`src/rtl/sop4_pkg.sv`:
```
package sop4_pkg;

  typedef struct packed {
    logic sgn_a;
    logic sgn_b;
    logic add_lo;
    logic add_hi;
    logic load;
  } sop_ctrl_t;

endpackage

```
`src/rtl/sop4_in_stage.sv`:
```
module sop4_in_stage
  import sop4_pkg::*;
#(
  parameter int NUM_MUL = 4,
  parameter int A_W     = 8,
  parameter int B_W     = 8,
  parameter int RES_W   = 48
) (
  input  logic                            clk_i,
  input  logic                            rst_ni,
  input  logic                            en_i,
  input  logic                            clr_i,
  input  logic [NUM_MUL*A_W-1:0]          a_i,
  input  logic [NUM_MUL*B_W-1:0]          b_i,
  input  logic [A_W-1:0]                  scan_in_i,
  input  logic                            scan_sel_i,
  input  sop_ctrl_t                       ctrl_i,
  input  logic [RES_W-1:0]                chain_i,
  output logic [NUM_MUL-1:0][A_W-1:0]     a_q_o,
  output logic [NUM_MUL-1:0][B_W-1:0]     b_q_o,
  output sop_ctrl_t                       ctrl_q_o,
  output logic [RES_W-1:0]                chain_q_o
);

  logic [NUM_MUL-1:0][A_W-1:0] a_nxt;

  // scan chain: slot 0 from scan_in, slot k from slot k-1
  for (genvar k = 0; k < NUM_MUL; k++) begin : g_a_src
    if (k == 0) begin : g_head
      assign a_nxt[k] = scan_sel_i ? scan_in_i : a_i[k*A_W +: A_W];
    end else begin : g_body
      assign a_nxt[k] = scan_sel_i ? a_q_o[k-1] : a_i[k*A_W +: A_W];
    end
  end

  always_ff @(posedge clk_i or negedge rst_ni) begin
    if (!rst_ni) begin
      a_q_o     <= '0;
      b_q_o     <= '0;
      ctrl_q_o  <= '0;
      chain_q_o <= '0;
    end else if (clr_i) begin
      a_q_o     <= '0;
      b_q_o     <= '0;
      ctrl_q_o  <= '0;
      chain_q_o <= '0;
    end else if (en_i) begin
      a_q_o     <= a_nxt;
      b_q_o     <= b_i;
      ctrl_q_o  <= ctrl_i;
      chain_q_o <= chain_i;
    end
  end

endmodule

```
`src/rtl/sop4_mul.sv`:
```
module sop4_mul #(
  parameter int A_W = 8,
  parameter int B_W = 8,
  parameter int P_W = A_W + B_W + 2
) (
  input  logic           clk_i,
  input  logic           rst_ni,
  input  logic           en_i,
  input  logic           clr_i,
  input  logic [A_W-1:0] a_i,
  input  logic [B_W-1:0] b_i,
  input  logic           sgn_a_i,
  input  logic           sgn_b_i,
  output logic [P_W-1:0] prod_o
);

  logic signed [A_W:0]   ext_a;
  logic signed [B_W:0]   ext_b;
  logic signed [P_W-1:0] prod_d;

  // one extra bit turns either encoding into a signed value
  assign ext_a  = {sgn_a_i & a_i[A_W-1], a_i};
  assign ext_b  = {sgn_b_i & b_i[B_W-1], b_i};
  assign prod_d = P_W'(ext_a) * P_W'(ext_b);

  always_ff @(posedge clk_i or negedge rst_ni) begin
    if (!rst_ni)     prod_o <= '0;
    else if (clr_i)  prod_o <= '0;
    else if (en_i)   prod_o <= prod_d;
  end

endmodule

```
`src/rtl/sop4_adder.sv`:
```
module sop4_adder #(
  parameter int NUM_MUL = 4,
  parameter int P_W     = 18,
  parameter int RES_W   = 48
) (
  input  logic [NUM_MUL-1:0][P_W-1:0] prod_i,
  input  logic                        add_lo_i,
  input  logic                        add_hi_i,
  input  logic [RES_W-1:0]            chain_i,
  output logic [RES_W-1:0]            total_o
);

  localparam int PAIR_W = P_W + 1;

  logic signed [PAIR_W-1:0] pair_lo;
  logic signed [PAIR_W-1:0] pair_hi;

  assign pair_lo = add_lo_i ? PAIR_W'($signed(prod_i[0])) + PAIR_W'($signed(prod_i[1]))
                            : PAIR_W'($signed(prod_i[0])) - PAIR_W'($signed(prod_i[1]));

  if (NUM_MUL == 4) begin : g_hi_pair
    assign pair_hi = add_hi_i ? PAIR_W'($signed(prod_i[2])) + PAIR_W'($signed(prod_i[3]))
                              : PAIR_W'($signed(prod_i[2])) - PAIR_W'($signed(prod_i[3]));
  end else begin : g_no_hi
    assign pair_hi = '0;
  end

  assign total_o = RES_W'(pair_lo) + RES_W'(pair_hi) + chain_i;

endmodule

```
`src/rtl/sop4_acc.sv`:
```
module sop4_acc #(
  parameter int RES_W = 48
) (
  input  logic             clk_i,
  input  logic             rst_ni,
  input  logic             en_i,
  input  logic             clr_i,
  input  logic             load_i,
  input  logic [RES_W-1:0] total_i,
  output logic [RES_W-1:0] acc_o
);

  always_ff @(posedge clk_i or negedge rst_ni) begin
    if (!rst_ni)     acc_o <= '0;
    else if (clr_i)  acc_o <= '0;
    else if (en_i)   acc_o <= load_i ? total_i : acc_o + total_i;
  end

endmodule

```
`src/rtl/sop4_unit.sv`:
```
module sop4_unit
  import sop4_pkg::*;
#(
  parameter int NUM_MUL = 4,   // 2 or 4
  parameter int A_W     = 8,
  parameter int B_W     = 8,
  parameter int RES_W   = 48
) (
  input  logic                   clk_i,
  input  logic                   rst_ni,
  input  logic                   en_i,
  input  logic                   clr_i,
  input  logic                   sgn_a_i,
  input  logic                   sgn_b_i,
  input  logic                   add_lo_i,
  input  logic                   add_hi_i,
  input  logic                   load_i,
  input  logic                   scan_sel_i,
  input  logic [NUM_MUL*A_W-1:0] a_i,
  input  logic [NUM_MUL*B_W-1:0] b_i,
  input  logic [A_W-1:0]         scan_in_i,
  input  logic [RES_W-1:0]       chain_i,
  output logic [RES_W-1:0]       result_o,
  output logic [A_W-1:0]         scan_out_o
);

  localparam int P_W = A_W + B_W + 2;

  sop_ctrl_t                   ctrl_d;
  sop_ctrl_t                   ctrl_s1;
  logic [NUM_MUL-1:0][A_W-1:0] a_stage;
  logic [NUM_MUL-1:0][B_W-1:0] b_stage;
  logic [RES_W-1:0]            chain_s1;
  logic [NUM_MUL-1:0][P_W-1:0] prod;
  logic                        add_lo_s2;
  logic                        add_hi_s2;
  logic                        ld_q;
  logic [RES_W-1:0]            chain_s2;
  logic [RES_W-1:0]            total;

  assign ctrl_d = '{sgn_a: sgn_a_i, sgn_b: sgn_b_i, add_lo: add_lo_i,
                    add_hi: add_hi_i, load: load_i};

  sop4_in_stage #(
    .NUM_MUL (NUM_MUL),
    .A_W     (A_W),
    .B_W     (B_W),
    .RES_W   (RES_W)
  ) u_in (
    .clk_i      (clk_i),
    .rst_ni     (rst_ni),
    .en_i       (en_i),
    .clr_i      (clr_i),
    .a_i        (a_i),
    .b_i        (b_i),
    .scan_in_i  (scan_in_i),
    .scan_sel_i (scan_sel_i),
    .ctrl_i     (ctrl_d),
    .chain_i    (chain_i),
    .a_q_o      (a_stage),
    .b_q_o      (b_stage),
    .ctrl_q_o   (ctrl_s1),
    .chain_q_o  (chain_s1)
  );

  for (genvar k = 0; k < NUM_MUL; k++) begin : g_mul
    sop4_mul #(
      .A_W (A_W),
      .B_W (B_W),
      .P_W (P_W)
    ) u_mul (
      .clk_i   (clk_i),
      .rst_ni  (rst_ni),
      .en_i    (en_i),
      .clr_i   (clr_i),
      .a_i     (a_stage[k]),
      .b_i     (b_stage[k]),
      .sgn_a_i (ctrl_s1.sgn_a),
      .sgn_b_i (ctrl_s1.sgn_b),
      .prod_o  (prod[k])
    );
  end

  // controls and cascade travel alongside the products
  always_ff @(posedge clk_i or negedge rst_ni) begin
    if (!rst_ni) begin
      add_lo_s2 <= 1'b0;
      add_hi_s2 <= 1'b0;
      ld_q      <= 1'b0;
      chain_s2  <= '0;
    end else if (clr_i) begin
      add_lo_s2 <= 1'b0;
      add_hi_s2 <= 1'b0;
      ld_q      <= 1'b0;
      chain_s2  <= '0;
    end else if (en_i) begin
      add_lo_s2 <= ctrl_s1.add_lo;
      add_hi_s2 <= ctrl_s1.add_hi;
      ld_q      <= ctrl_s1.load;
      chain_s2  <= chain_s1;
    end
  end

  sop4_adder #(
    .NUM_MUL (NUM_MUL),
    .P_W     (P_W),
    .RES_W   (RES_W)
  ) u_add (
    .prod_i   (prod),
    .add_lo_i (add_lo_s2),
    .add_hi_i (add_hi_s2),
    .chain_i  (chain_s2),
    .total_o  (total)
  );

  sop4_acc #(
    .RES_W (RES_W)
  ) u_acc (
    .clk_i   (clk_i),
    .rst_ni  (rst_ni),
    .en_i    (en_i),
    .clr_i   (clr_i),
    .load_i  (ld_q),
    .total_i (total),
    .acc_o   (result_o)
  );

  assign scan_out_o = a_stage[NUM_MUL-1];

endmodule

```
`config.mk`:
```
export PLATFORM = sky130hd
export DESIGN_NAME = sop4_unit
export DESIGN_NICKNAME = d
export VERILOG_FILES = /design/src/rtl/sop4_pkg.sv /design/src/rtl/sop4_in_stage.sv /design/src/rtl/sop4_mul.sv /design/src/rtl/sop4_adder.sv /design/src/rtl/sop4_acc.sv /design/src/rtl/sop4_unit.sv
export SDC_FILE = /design/constraint.sdc
export NUM_CORES = 2
export LEC_CHECK = 0
export BUFFER_PORTS_ARGS = -buffer_cell sky130_fd_sc_hd__buf_4
export CAP_MARGIN = 20
export CORE_ASPECT_RATIO = 0.9
export CORE_UTILIZATION = 35
export CTS_CLUSTER_SIZE = 14
export DETAILED_ROUTE_END_ITERATION = 8
export GPL_TIMING_DRIVEN = 0
export MAX_ROUTING_LAYER = met4
export PLACE_DENSITY = 0.57
export SYNTH_ARGS = -nofsm -noshare
export SYNTH_HDL_FRONTEND = slang
export SYNTH_SLANG_ARGS = --single-unit
```
`constraint.sdc`:
```
create_clock -name clk_i -period 16.2 [get_ports clk_i]
set_input_delay 4.05 -clock clk_i [delete_from_list [all_inputs] [get_ports clk_i]]
set_output_delay 4.05 -clock clk_i [all_outputs]
set_load 0.05 [all_outputs]
```
==> key figures <==
Outcome
  – Outcome: finished, final reports clean

Timing
  – Fmax: approximately 92 MHz
  – Relative slew slack: a little over a fifth
  – Worst Skew: ~0.044 ns
  – Worst Tran Pin Value: around 1.2 ns
  – Final hold violations: 0
  – RSZ-0062 raised after global routing: no
  – Final setup TNS: 0 ns
  – Final worst-path cycle share: 66.9%
  – Setup violators final: 0
  – Final slew viol count: 0
  – Fin crit period: 10.83 ns

Global routing
  – First-pass GRT wire length: 149000 µm
  – GRT Total Usage: a little over a fifth
  – Largest net degree at the start of global routing: 98
  – Vias in the first global route: between 20000 and 30000
  – GRT overflow: 0
  – Initial antenna violation count: 1

Clock tree
  – Sink Count: approximately 290
  – H-tree levels: 2
  – Clk Latency, worst-skew pair: about 0.6 ns
  – Clock Pin Slew Worst Setup and Hold Paths: about 0.06 ns
  – Worst-case clock buffer depth: 3
  – Post-CTS Resized: 0
  – Postcts setup bufs: 0
  – Cts hold-fix bufs: 0
  – CTS tree: yes
  – CTS Root Cell: clkbuf_16
  – CTS buffer count: 39

Min path
  – Worst Hold Depth: 2
  – Hold path startpoint: u_in.chain_q_o[3]
  – Worst min-delay path endpoint: u_in.chain_q_o[3]
  – Worst Hold Class: reg2reg

Cells and area
  – Layout Nets: around 4600
  – Final Core Density: between 40% and 50%
  – Area Growth Syn to Fin: 13.9%
  – Share of layout cells above drive strength 1: a little over 9%

Routing
  – Vias per cell: ~5
  – Total Wirelength: 94500 µm
  – Drt pass-1 iters: 5
  – Post-DRT Antenna Nets: 0
  – Detailed Route Iter0 Violations: around 1500
  – Vias: approximately 26000
  – Routed len/inst: 18.6 µm
  – DRC errors left: 0

Critical path
  – Reg2Reg Depth: between 40 and 50
  – Startpoint types: flop
  – Reg2reg start: add_hi_s2
  – Worst setup EP type: flop
  – WP data arrival: between 10 and 15 ns
  – CP Class: reg2reg
  – Reg-to-reg endpoint: u_acc.acc_o[46]
  – R2r setup slk: 5.37 ns
  – Worst path required time: 16.69 ns
  – Max FO, Critical Path: 13
  – CP max stage cell: clkbuf_1
  – Max stage delay on crit path: 0.49 ns

Placement
  – HPWL after DPL: 76400 µm
  – Gpl congestion: around 0.88
  – IO Port Bufs: 182

Die
  – Core Area: ~0.09 mm²
  – Initial core utilization: roughly a third
  – Die area: between 0.09 and 0.1 mm²
  – Die width: 321 µm
  – Chip Height: 289 µm
  – # rows: 105
  – IO Count: 186

Pwr
  – Peak supply drop: 0.170 mV
  – Clock network fraction of design power: 12.8%
  – Switching Fraction: roughly half
  – Pwr Density: just under 200 mW/mm²
  – Sw power: approximately 3.7 mW
  – Int Power: between 3 and 4 mW
  – Combinational share of power: between 70% and 80%
  – Flop pwr share: about 12%
  – Leak: 18.5 nW

Yosys
  – Synth warnings: 0
  – Sequential share of the synthesized area: 22.4%
  – Mean post-synth cell area: just under 9 µm²
  – Syn Inst Count: about 3600
  – Count of cell types in the netlist: 84
  – Count of flip-flops with a built-in enable after synthesis: 0
  – Flops & latches, synth: 288
  – Async set or reset register ratio after synthesis: 100%
  – Ys flop type: dfrtp_1
  – Post-Syn Area: between 0.03 and 0.04 mm²
  – Syn_nets: between 4000 and 5000

Job
  – Max Cap Viol: 0
[cells by family (layout without fill, tap and decap cells)]
kind of cell / count (synthesis) / after routing / synth area share, %
AO/OA/AOI/OAI: 644 / 644 / 12.8
XOR/XNOR: 228 / 228 / 6.21
adder cells (fa/ha/maj): 600 / 600 / 30.0
buffers and inverters: 561 / 825 / 6.73
flip-flops: 288 / 288 / 22.4
multiplexers: 217 / 217 / 6.77
other: 0 / 1 / 0
AND/OR/NAND/NOR: 1055 / 1055 / 15.0
[Yosys cell counts, drive strengths merged, types with 54 or more instances]
| master | number | area (µm²) |
|---|---|---|
| xor2 | 85 | 744 |
| fa | 285 | 5710 |
| nor2 | 401 | 1510 |
| xnor2 | 143 | 1250 |
| ha | 315 | 3940 |
| a21oi | 228 | 1170 |
| a21o | 83 | 629 |
| o21ai | 116 | 588 |
| dfrtp | 288 | 7210 |
| inv | 389 | 1460 |
| a211oi | 70 | 531 |
| mux2i | 213 | 2130 |
| clkbuf | 142 | 536 |
| and2 | 106 | 664 |
| nor3 | 54 | 270 |
| nand2 | 281 | 1050 |
[how the worst max path moves through the flow]
stage	start	to	slack (ns)	cells after the start
final	add_hi_s2	u_acc.acc_o[46]	5.37	48
after global routing	add_hi_s2	u_acc.acc_o[46]	4.22	48
after CTS	add_hi_s2	u_acc.acc_o[47]	5.38	47
after detailed placement	add_hi_s2	u_acc.acc_o[47]	5.44	47
after global placement	add_hi_s2	u_acc.acc_o[46]	3.20	47
after floorplan	add_hi_s2	u_acc.acc_o[46]	6.05	47
[through the flow]
stage               cell area, µm²  hold slack (ns)  total power, mW  std cells  setup WS [ns]
finish                       36600            0.519             7.19       5088           5.37
CTS                          36600            0.526             7.17       5086           5.38
detailed placement           35200            0.512             6.20       5015           5.44
global placement             35000            0.507             6.16       5005           3.20
global route                 36600            0.545             7.82       5088           4.22
floorplan                    32100            0.486             4.95       3593           6.05
[per-layer routing]
metal	part of all wire (%)	track usage [%]
met3	4.4	2.70
met4	2.4	5.24
met5	0	-
met2	46	33.7
met1	47	28.6
[final cells by class]
cell class / count / area (µm²)
Antenna cell: 1 / 2.50
Buffer: 172 / 704
Clock buffer: 54 / 1100
Clock inverter: 17 / 241
Fill cell: 9244 / 54400
Inverter: 389 / 1460
Multi-Input combinational cell: 2744 / 22800
Sequential cell: 288 / 7210
Tap cell: 1230 / 1540
Timing Repair Buffer: 193 / 1570
[worst max-delay path: cells and delay by family, from the launching register on]
family                   cells  cell delay, ns
AO/OA/AOI/OAI               24            4.35
adder cells (fa/ha/maj)      4            1.11
AND/OR/NAND/NOR              9            2.03
XOR/XNOR                     5            1.06
buffers and inverters        6            1.84
flip-flops                   1            0.34
[power by group through the flow]
stage	registers [mW]	logic (mW)	clock network [mW]
detailed placement	0.900	5.30	0
global route	0.892	5.96	0.969
CTS	0.887	5.34	0.943
global placement	0.898	5.26	0
finish	0.885	5.39	0.922
floorplan	0.998	3.96	0
[state kept, by name, indices dropped and copies added, names as in the netlist]
name	count
add_hi_s2	1
add_lo_s2	1
chain_s2	48
g_mul.u_mul.prod_o	72
ld_q	1
u_acc.acc_o	48
u_in.a_q_o	32
u_in.b_q_o	32
u_in.chain_q_o	48
u_in.ctrl_q_o	5
[cell usage in the layout (no fill, tap or decap), types with 13 or more instances in the layout]
master     Yosys  routed
and3_1        25      25
o21a_1        17      17
a211oi_1      69      69
xnor2_1      143     142
a21o_1        78      78
nor2b_1       31      31
buf_4          8     189
mux2i_1      213     213
o21bai_1      24      24
buf_1         16      16
nor2_1       401     401
a21boi_0      13      13
nand2_1      281     281
dfrtp_1      288     288
xor2_1        85      85
fa_1         285     285
and2_1       105     105
nand3_1       44      44
o211ai_1      15      15
nand2b_1      24      24
ha_1         315     315
clkbuf_1     140     148
nand4_1       13      13
inv_1        388     388
a21oi_1      222     222
o21ai_0      109     109
clkbuf_16      0      39
nor3_1        54      54
or2_2         39      39
No activity file was read; power rests on OpenSTA's default activity.
